==> config.mk <==
export PLATFORM = sky130hd
export DESIGN_NAME = sector_lock_unit
export DESIGN_NICKNAME = d
export VERILOG_FILES = /design/src/rtl/slk_pkg.sv /design/src/rtl/slk_spi_sync.sv /design/src/rtl/slk_lock_bank.sv /design/src/rtl/sector_lock_unit.sv
export SDC_FILE = /design/constraint.sdc
export NUM_CORES = 1
export LEC_CHECK = 0
export CAP_MARGIN = 20
export CORE_MARGIN = 8
export CORE_UTILIZATION = 45
export CTS_CLUSTER_SIZE = 30
export DETAILED_ROUTE_END_ITERATION = 10
export DONT_BUFFER_PORTS = 1
export PLACE_DENSITY = 0.62
export SKIP_CTS_REPAIR_TIMING = 1
export SYNTH_ARGS = -nofsm -noshare
export SYNTH_HDL_FRONTEND = slang
export SYNTH_SLANG_ARGS = --single-unit
==> constraint.sdc <==
create_clock -name clk -period 4.5 [get_ports clk]
set_input_delay 1.35 -clock clk [delete_from_list [all_inputs] [get_ports clk]]
set_output_delay 1.35 -clock clk [all_outputs]
set_load 0.01 [all_outputs]
==> src/rtl/slk_pkg.sv <==
package slk_pkg;
    typedef enum logic [2:0] {
        S_IDLE,
        S_OPCODE,
        S_ADDR,
        S_WDATA,
        S_RDATA,
        S_IGNORE
    } slk_state_e;

    typedef enum logic {
        CMD_READ,
        CMD_WRITE
    } slk_cmd_e;
endpackage

==> src/rtl/slk_spi_sync.sv <==
module slk_spi_sync #(
    parameter int STAGES = 2
) (
    input  logic clk,
    input  logic rst_n,
    input  logic sck_in,
    input  logic cs_n_in,
    input  logic mosi_in,
    output logic sck_rise,
    output logic sck_fall,
    output logic cs_hi,
    output logic mosi_lvl
);
    // one extra stage on SCK for edge detection; all pins share latency
    logic [STAGES:0]   sck_p;
    logic [STAGES-1:0] cs_p;
    logic [STAGES-1:0] mosi_p;

    always_ff @(posedge clk or negedge rst_n) begin
        if (!rst_n) begin
            sck_p  <= '0;
            cs_p   <= '1;
            mosi_p <= '0;
        end else begin
            sck_p  <= {sck_p[STAGES-1:0], sck_in};
            cs_p   <= {cs_p[STAGES-2:0], cs_n_in};
            mosi_p <= {mosi_p[STAGES-2:0], mosi_in};
        end
    end

    assign sck_rise = sck_p[STAGES-1] & ~sck_p[STAGES];
    assign sck_fall = ~sck_p[STAGES-1] & sck_p[STAGES];
    assign cs_hi    = cs_p[STAGES-1];
    assign mosi_lvl = mosi_p[STAGES-1];
endmodule

==> src/rtl/slk_lock_bank.sv <==
module slk_lock_bank #(
    parameter int SEC_BITS = 8
) (
    input  logic                       clk,
    input  logic                       rst_n,
    input  logic                       wr_en,
    input  logic [SEC_BITS-1:0]        wr_sec,
    input  logic [1:0]                 wr_bits,
    input  logic [SEC_BITS-1:0]        rd_sec,
    output logic [7:0]                 rd_byte,
    input  logic [SEC_BITS-1:0]        q_sec,
    output logic                       q_ok,
    output logic [(1<<SEC_BITS)-1:0]   ld_vec,
    output logic [(1<<SEC_BITS)-1:0]   wl_vec
);
    localparam int SECTORS = 1 << SEC_BITS;

    for (genvar g = 0; g < SECTORS; g++) begin : g_sec
        logic ld_q;
        logic wl_q;
        always_ff @(posedge clk or negedge rst_n) begin
            if (!rst_n) begin
                ld_q <= 1'b0;
                wl_q <= 1'b0;
            end else if (wr_en && (wr_sec == SEC_BITS'(g)) && !ld_q) begin
                ld_q <= wr_bits[1];
                wl_q <= wr_bits[0];
            end
        end
        assign ld_vec[g] = ld_q;
        assign wl_vec[g] = wl_q;
    end

    assign rd_byte = {6'b0, ld_vec[rd_sec], wl_vec[rd_sec]};
    assign q_ok    = ~wl_vec[q_sec];
endmodule

==> src/rtl/sector_lock_unit.sv <==
module sector_lock_unit
    import slk_pkg::*;
#(
    parameter int          SEC_BITS    = 8,
    parameter int          ADDR_BITS   = 24,
    parameter int          SYNC_STAGES = 2,
    parameter logic [7:0]  OP_RD_LOCK  = 8'hE8,
    parameter logic [7:0]  OP_WR_LOCK  = 8'hE5
) (
    input  logic                clk,
    input  logic                rst_n,
    input  logic                spi_sck,
    input  logic                spi_cs_n,
    input  logic                spi_mosi,
    output logic                spi_miso,
    input  logic                busy,
    input  logic                wel,
    output logic                wel_clr,
    input  logic [SEC_BITS-1:0] qry_sector,
    output logic                qry_pe_ok
);
    localparam int SECTORS = 1 << SEC_BITS;
    localparam int CNT_W   = $clog2(ADDR_BITS + 1);
    localparam logic [CNT_W-1:0] OP_LAST   = CNT_W'(7);
    localparam logic [CNT_W-1:0] ADDR_LAST = CNT_W'(ADDR_BITS - 1);

    logic sck_rise, sck_fall, cs_hi, mosi_lvl;

    slk_spi_sync #(.STAGES(SYNC_STAGES)) u_sync (
        .clk      (clk),
        .rst_n    (rst_n),
        .sck_in   (spi_sck),
        .cs_n_in  (spi_cs_n),
        .mosi_in  (spi_mosi),
        .sck_rise (sck_rise),
        .sck_fall (sck_fall),
        .cs_hi    (cs_hi),
        .mosi_lvl (mosi_lvl)
    );

    slk_state_e             state, nxt;
    slk_cmd_e               cmd;
    logic [6:0]             shreg;
    logic [ADDR_BITS-2:0]   addr_sh;
    logic [CNT_W-1:0]       cnt;
    logic [SEC_BITS-1:0]    sector;
    logic [2:0]             rd_idx;
    logic                   dfull;
    logic                   commit;
    logic [7:0]             opcode;
    logic [ADDR_BITS-1:0]   addr_full;
    logic [7:0]             rd_byte;
    logic [SECTORS-1:0]     ld_vec;
    logic [SECTORS-1:0]     wl_vec;

    assign opcode    = {shreg, mosi_lvl};
    assign addr_full = {addr_sh, mosi_lvl};

    // state register
    always_ff @(posedge clk or negedge rst_n) begin
        if (!rst_n) state <= S_IDLE;
        else        state <= nxt;
    end

    // next state and write commit
    always_comb begin
        nxt    = state;
        commit = 1'b0;
        if (cs_hi) begin
            nxt    = S_IDLE;
            commit = (state == S_WDATA) && dfull && (cnt[2:0] == 3'd0);
        end else begin
            unique case (state)
                S_IDLE:   nxt = S_OPCODE;
                S_OPCODE: if (sck_rise && cnt == OP_LAST) begin
                    if (opcode == OP_RD_LOCK && !busy)             nxt = S_ADDR;
                    else if (opcode == OP_WR_LOCK && !busy && wel) nxt = S_ADDR;
                    else                                           nxt = S_IGNORE;
                end
                S_ADDR:   if (sck_rise && cnt == ADDR_LAST)
                    nxt = (cmd == CMD_READ) ? S_RDATA : S_WDATA;
                S_WDATA:  nxt = S_WDATA;
                S_RDATA:  nxt = S_RDATA;
                S_IGNORE: nxt = S_IGNORE;
                default:  nxt = S_IDLE;
            endcase
        end
    end

    // outputs and datapath
    always_ff @(posedge clk or negedge rst_n) begin
        if (!rst_n) begin
            cmd      <= CMD_READ;
            shreg    <= '0;
            addr_sh  <= '0;
            cnt      <= '0;
            sector   <= '0;
            rd_idx   <= 3'd7;
            dfull    <= 1'b0;
            spi_miso <= 1'b0;
            wel_clr  <= 1'b0;
        end else begin
            wel_clr <= commit;
            unique case (state)
                S_IDLE: begin
                    cnt      <= '0;
                    dfull    <= 1'b0;
                    rd_idx   <= 3'd7;
                    spi_miso <= 1'b0;
                end
                S_OPCODE: if (sck_rise) begin
                    shreg <= {shreg[5:0], mosi_lvl};
                    if (cnt == OP_LAST) begin
                        cnt <= '0;
                        cmd <= (opcode == OP_RD_LOCK) ? CMD_READ : CMD_WRITE;
                    end else begin
                        cnt <= cnt + 1'b1;
                    end
                end
                S_ADDR: if (sck_rise) begin
                    addr_sh <= addr_full[ADDR_BITS-2:0];
                    if (cnt == ADDR_LAST) begin
                        cnt    <= '0;
                        sector <= addr_full[ADDR_BITS-1 -: SEC_BITS];
                    end else begin
                        cnt <= cnt + 1'b1;
                    end
                end
                S_WDATA: if (sck_rise) begin
                    shreg <= {shreg[5:0], mosi_lvl};
                    cnt   <= {{(CNT_W-3){1'b0}}, cnt[2:0] + 3'd1};
                    if (cnt[2:0] == 3'd7) dfull <= 1'b1;
                end
                S_RDATA: if (sck_fall) begin
                    spi_miso <= rd_byte[rd_idx];
                    rd_idx   <= rd_idx - 3'd1;
                end
                S_IGNORE: spi_miso <= 1'b0;
                default: ;
            endcase
        end
    end

    slk_lock_bank #(.SEC_BITS(SEC_BITS)) u_bank (
        .clk     (clk),
        .rst_n   (rst_n),
        .wr_en   (commit),
        .wr_sec  (sector),
        .wr_bits (shreg[1:0]),
        .rd_sec  (sector),
        .rd_byte (rd_byte),
        .q_sec   (qry_sector),
        .q_ok    (qry_pe_ok),
        .ld_vec  (ld_vec),
        .wl_vec  (wl_vec)
    );
endmodule

After elaboration in Yosys (flattened, before gate mapping):

Cells that the tools add are included.
W data, S select, Z words.

* register bits: 572
* output and inout bits: 3
* input bits: 15

* add/subtract/negate cells: 3
* mux-type cells: 30
* eq/ne operators: 272
* bitwise gates (word level): 5
* reductions and logical operators: 794
* order comparisons: 3

Operators with widths (count)
* $eq A8 B8 Y1 const B: 130
* $logic_and A1 B1 Y1: 519
* $eq A8 B7 Y1 const B: 64
* $logic_not A1 Y1: 257
* $eq A8 B6 Y1 const B: 32
* $eq A8 B5 Y1 const B: 16
* $eq A8 B4 Y1 const B: 8
* $eq A8 B3 Y1 const B: 4
* $mux W5: 5
* $bmux W1 S8: 3
* $mux W3: 7
* $pmux W5 S4: 1
* $lt A8 B9 Y1 const B: 2
* $pmux W3 S6: 1
* $eq A8 B2 Y1 const B: 2
* $reduce_and A2 Y1: 5
* $eq A3 B3 Y1 const B: 3
* $mux W1: 9
* $reduce_and A3 Y1: 3
* $eq A8 B1 Y1 const B: 1
* $logic_not A8 Y1: 1
* $ne A2 B2 Y1 const B: 4
* $eq A3 B2 Y1 const B: 2
* $logic_not A3 Y1: 2
* other kinds (18): 26

Logic depth before layout (Yosys ltp):

* word-level depth: 8
* mapped depth: 11
* depth with buffers taken out: 7

By module:

Synthesis repeated with hierarchy kept, for this count alone.

* cell total of the unflattened synthesis: 2798
* area total of the unflattened synthesis: 32892.8 um2

By module, submodules not included
* slk_lock_bank: cells an instance 2604, times used 1, area each 30226.5 um2, seq. area each 12812.3 um2
* sector_lock_unit: cells an instance 185, times used 1, area each 2473.6 um2, seq. area each 1330.0 um2
* slk_spi_sync: cells an instance 9, times used 1, area each 192.7 um2, seq. area each 177.7 um2

Worst setup path before layout:

Ideal clock, no wire load.

* kind: in2out
* from: in qry_sector[1]
* to: out qry_pe_ok
* data arrival time: 3.207 ns
* setup slack: -0.057 ns
* stages: 8
* cell sequence: buf_2 > clkbuf_1 > mux4_2 > mux4_2 > a22oi_1 > nand2_1 > a21oi_1 > mux2_2

* cells in the longest elaborated chain, start to end: 3

RTL lines
* from (decl): line sector_lock_unit.sv:19 `input logic [SEC_BITS-1:0] qry_sector,`
* $bmux W1 S8: line slk_lock_bank.sv:35 `assign q_ok = ~wl_vec[q_sec];`
* $mux W1 (not written as such): line slk_lock_bank.sv:35
* $not A1 Y1: line slk_lock_bank.sv:35
* to (decl): line sector_lock_unit.sv:20 `output logic qry_pe_ok`

Every way passes these cells. The select of a mux whose other input is x is not followed.

Final worst setup path:

* from: in qry_sector[0]
* to: out qry_pe_ok

Same word-level chain as after synthesis.

==> impl_metrics.py <==
metrics = {
    "clock_network": {
        "insertion_delay_ns": 0.61,
        "path_clk_slew_ns": 0.06,
        "cts_buffers": 66,
        "htree_levels": 3,
        "clk_path_buf_depth": 3,
        "cts_tree": "yes",
        "root_buffer": "clkbuf_16",
        "cts.sinks": 572,
    },
    "die": {
        "die_w_um": 268,
        "row_count": 92,
        "ios": 18,
        "dieArea_mm2": 0.0720,
        "start_util_pct": 45.5,
        "core_area_mm2": 0.0630,
        "die_y_um": 268,
    },
    "critical_path": {
        "startpoint": "qry_sector[0]",
        "required_ns": 3.15,
        "crit_path_top_delay_cell": "mux4_2",
        "worstReg2RegEnd": "u_bank.g_sec[240].wl_q",
        "reg2reg_slack_ns": 1.05,
        "setup.worst_path.end_class": "output pin",
        "max_stage_delay_ns": 0.55,
        "crit_chain": "mux4_2 -> mux4_2 -> a22oi_2 -> a21oi_2 -> a21oi_2 -> mux2_4",
        "crit_arrival_ns": 3.17,
        "start_kind": "primary input",
        "reg2reg_from": "state[2]",
        "crit_type": "in2out",
        "reg2regPathDepth": 7,
        "cp_max_fo": 64,
    },
    "yosys": {
        "synthesis.nets": 2166,
        "ys_warn_count": 0,
        "synth_area_mm2": 0.0286,
        "synth_cell_types": 63,
        "synth_edf_count": 0,
        "ys.flop_type": "dfrtp_1",
        "ys_ff_latch": 572,
        "async_flop_share_pct": 100,
        "netlist_instances": 2147,
        "synth.yosys.seq_area_share_pct": 50.0,
        "syn_area_per_cell_um2": 13.3,
    },
    "routing": {
        "drtIter0Drc": 1827,
        "ant_nets": 0,
        "wl_um": 79500,
        "wire_per_inst_um": 26.6,
        "first_pass_iters": 7,
        "via_per_inst": 6.43,
        "drc": 0,
        "vias": 19200,
    },
    "layout": {
        "drive_above_1_share_pct": 21.6,
        "layout_common_cells": "dfrtp_1 (563), nor3_1 (270), mux2_1 (253), o21bai_1 (253), mux4_2 (204)",
        "nFillCells": 5364,
        "final_common_cell": "dfrtp_1",
        "final_nets": 2115,
        "syn_to_final_growth_pct": 10.8,
    },
    "sta": {
        "worst_slew_pin_slew_ns": 1.86,
        "timing.final.max_slew_violations": 324,
        "finClkSkew_ns": 0.0299,
        "rsz0062_at_grt": "true",
        "hold_viol_final": 0,
        "fin_ws_ns": -0.0164,
        "timing.final.crit_share_pct": 100,
        "finalSetupTns_ns": -0.0164,
        "relSlewSlack_pct": -23.9,
        "setup_viol": 1,
        "timing.fmax_mhz": 221,
        "min_period_ns": 4.52,
    },
    "place": {
        "place_congestion": 0.860,
        "pre_cts_ws_ns": -0.0872,
        "dp_hpwl_um": 49400,
        "io_buffers": 0,
    },
    "worst_hold_path": {
        "min_to": "u_sync.sck_p[1]",
        "worstHoldStart": "u_sync.sck_p[0]",
        "holdCritPathClass": "reg2reg",
        "holdPathStages": 0,
    },
    "status": {
        "violations": "max-slew violations, negative setup slack",
        "outcome": "finished with violations",
    },
    "power_and_ir_drop": {
        "power.density_mw_per_mm2": 344,
        "cellLeakagePower_nw": 13.8,
        "ir_worst_vdd_mv": 0.218,
    },
    "global_routing": {
        "grt_antenna_before_repair": 0,
        "grtUsageTotal_pct": 22.4,
        "grt_max_degree": 573,
        "grt_pass1_wl_um": 124000,
        "grt_overflow": 0,
        "grt_pass1_vias": 19800,
    },
    "job": {
        "maxCapViolations": 0,
    },
}
==> flip-flops by register name, indices dropped and copies added, names as in the netlist, 3 cells and up <==
register,count
u_bank.g_sec.ld_q,256
addr_sh,23
u_sync.sck_p,3
state,3
sector,8
cnt,5
shreg,7
u_bank.g_sec.wl_q,256
rd_idx,3
==> logic make-up (layout without fill, tap and decap cells) <==
family	Yosys count	count (layout)	synth area share, %
AOI/OAI and AO/OA	349	349	8.94
xor gates and xnor gates	1	1	0.0306
adders and majority gates	4	4	0.175
buffers and inverters	207	205	3.36
DFF	572	572	50.0
muxes	543	543	29.2
other	0	1	0
and+or+nand+nor	471	471	8.32
==> how the worst max path moves through the flow <==
stage,end,depth (start not counted)
after floorplan,qry_pe_ok,8
after global placement,qry_pe_ok,6
after detailed placement,qry_pe_ok,6
after CTS,qry_pe_ok,6
after global routing,qry_pe_ok,6
final,qry_pe_ok,6
==> where the power goes <==
group	leakage [nW]	internal, mW	switching [mW]
logic	4.75	0.0852	0.186
registers	7.95	5.18	0.0589
clock network	1.07	3.23	2.17
total	13.8	8.49	2.42
==> critical path: cells and delay by family <==
family	cells	cell delay, ns
AO/OA/AOI/OAI	3	0.39
multiplexers	3	1.30
==> cells in the mapped netlist (all sizes together) (2+ instances only) <==
cell     instances  area (um^2)
nor2            30          113
nand4           15          100
or3              2         12.5
mux2           301         3390
and2             2         12.5
a32oi            4         35.0
o211ai           6         45.0
a21oi           19         95.1
o21bai         253         1900
a41oi            2         17.5
a31oi            5         31.3
nor3b            6         45.0
o22ai            6         37.5
nor2b           17          106
clkinv           2         8.75
a221oi           3         26.3
dfrtp          567        14200
nand2           62          233
clkbuf         138          518
mux2i           38          380
a22o             4         35.0
nand3b           5         37.5
inv             11         41.3
buf             56          394
nand2b           7         43.8
a22oi           13         97.6
nor4             6         37.5
nor3           274         1390
o21ai           14         70.1
a31o             4         35.0
dfstp            5          131
a2111oi          3         26.3
mux4           204         4590
ha               4         50.1
nand3           38          190
a211oi           4         30.0
==> routing by layer <==
layer	vias to the layer above	GRT usage, %	wire length, um
met3	156	3.60	4750
met2	679	35.9	38000
li1	8088	-	-
met1	10300	30.5	33800
met4	0	9.29	3000
met5	-	0	0
==> layout make-up <==
| type | instances | area (um^2) | share of cell area [%] |
|---|---|---|---|
| repair buffers | 75 | 678 | 2.14 |
| inverters | 13 | 50.0 | 0.158 |
| diodes | 1 | 2.50 | 0.00788 |
| multi-input cells | 1368 | 13400 | 42.3 |
| clock buffers | 100 | 2030 | 6.39 |
| well taps | 846 | 1060 | 3.34 |
| flip-flops and latches | 572 | 14300 | 45.2 |
| clock inverters | 17 | 155 | 0.489 |
==> through the flow <==
step | utilization (%) | power, mW | cells | hold slack [ns] | area, um^2
2_1_floorplan | - | 5.53 | 2147 | 0.331 | 28700
3_3_place_gp | 46.8 | 5.58 | 2871 | 0.337 | 29400
4_1_cts | 50.3 | 11.0 | 2989 | 0.350 | 31600
6_report | 50.4 | 10.9 | 2992 | 0.347 | 31700
5_1_grt | 50.4 | 11.2 | 2991 | 0.359 | 31700
3_5_place_dp | 46.8 | 5.60 | 2872 | 0.336 | 29500
No activity file was read; power rests on OpenSTA's default activity.
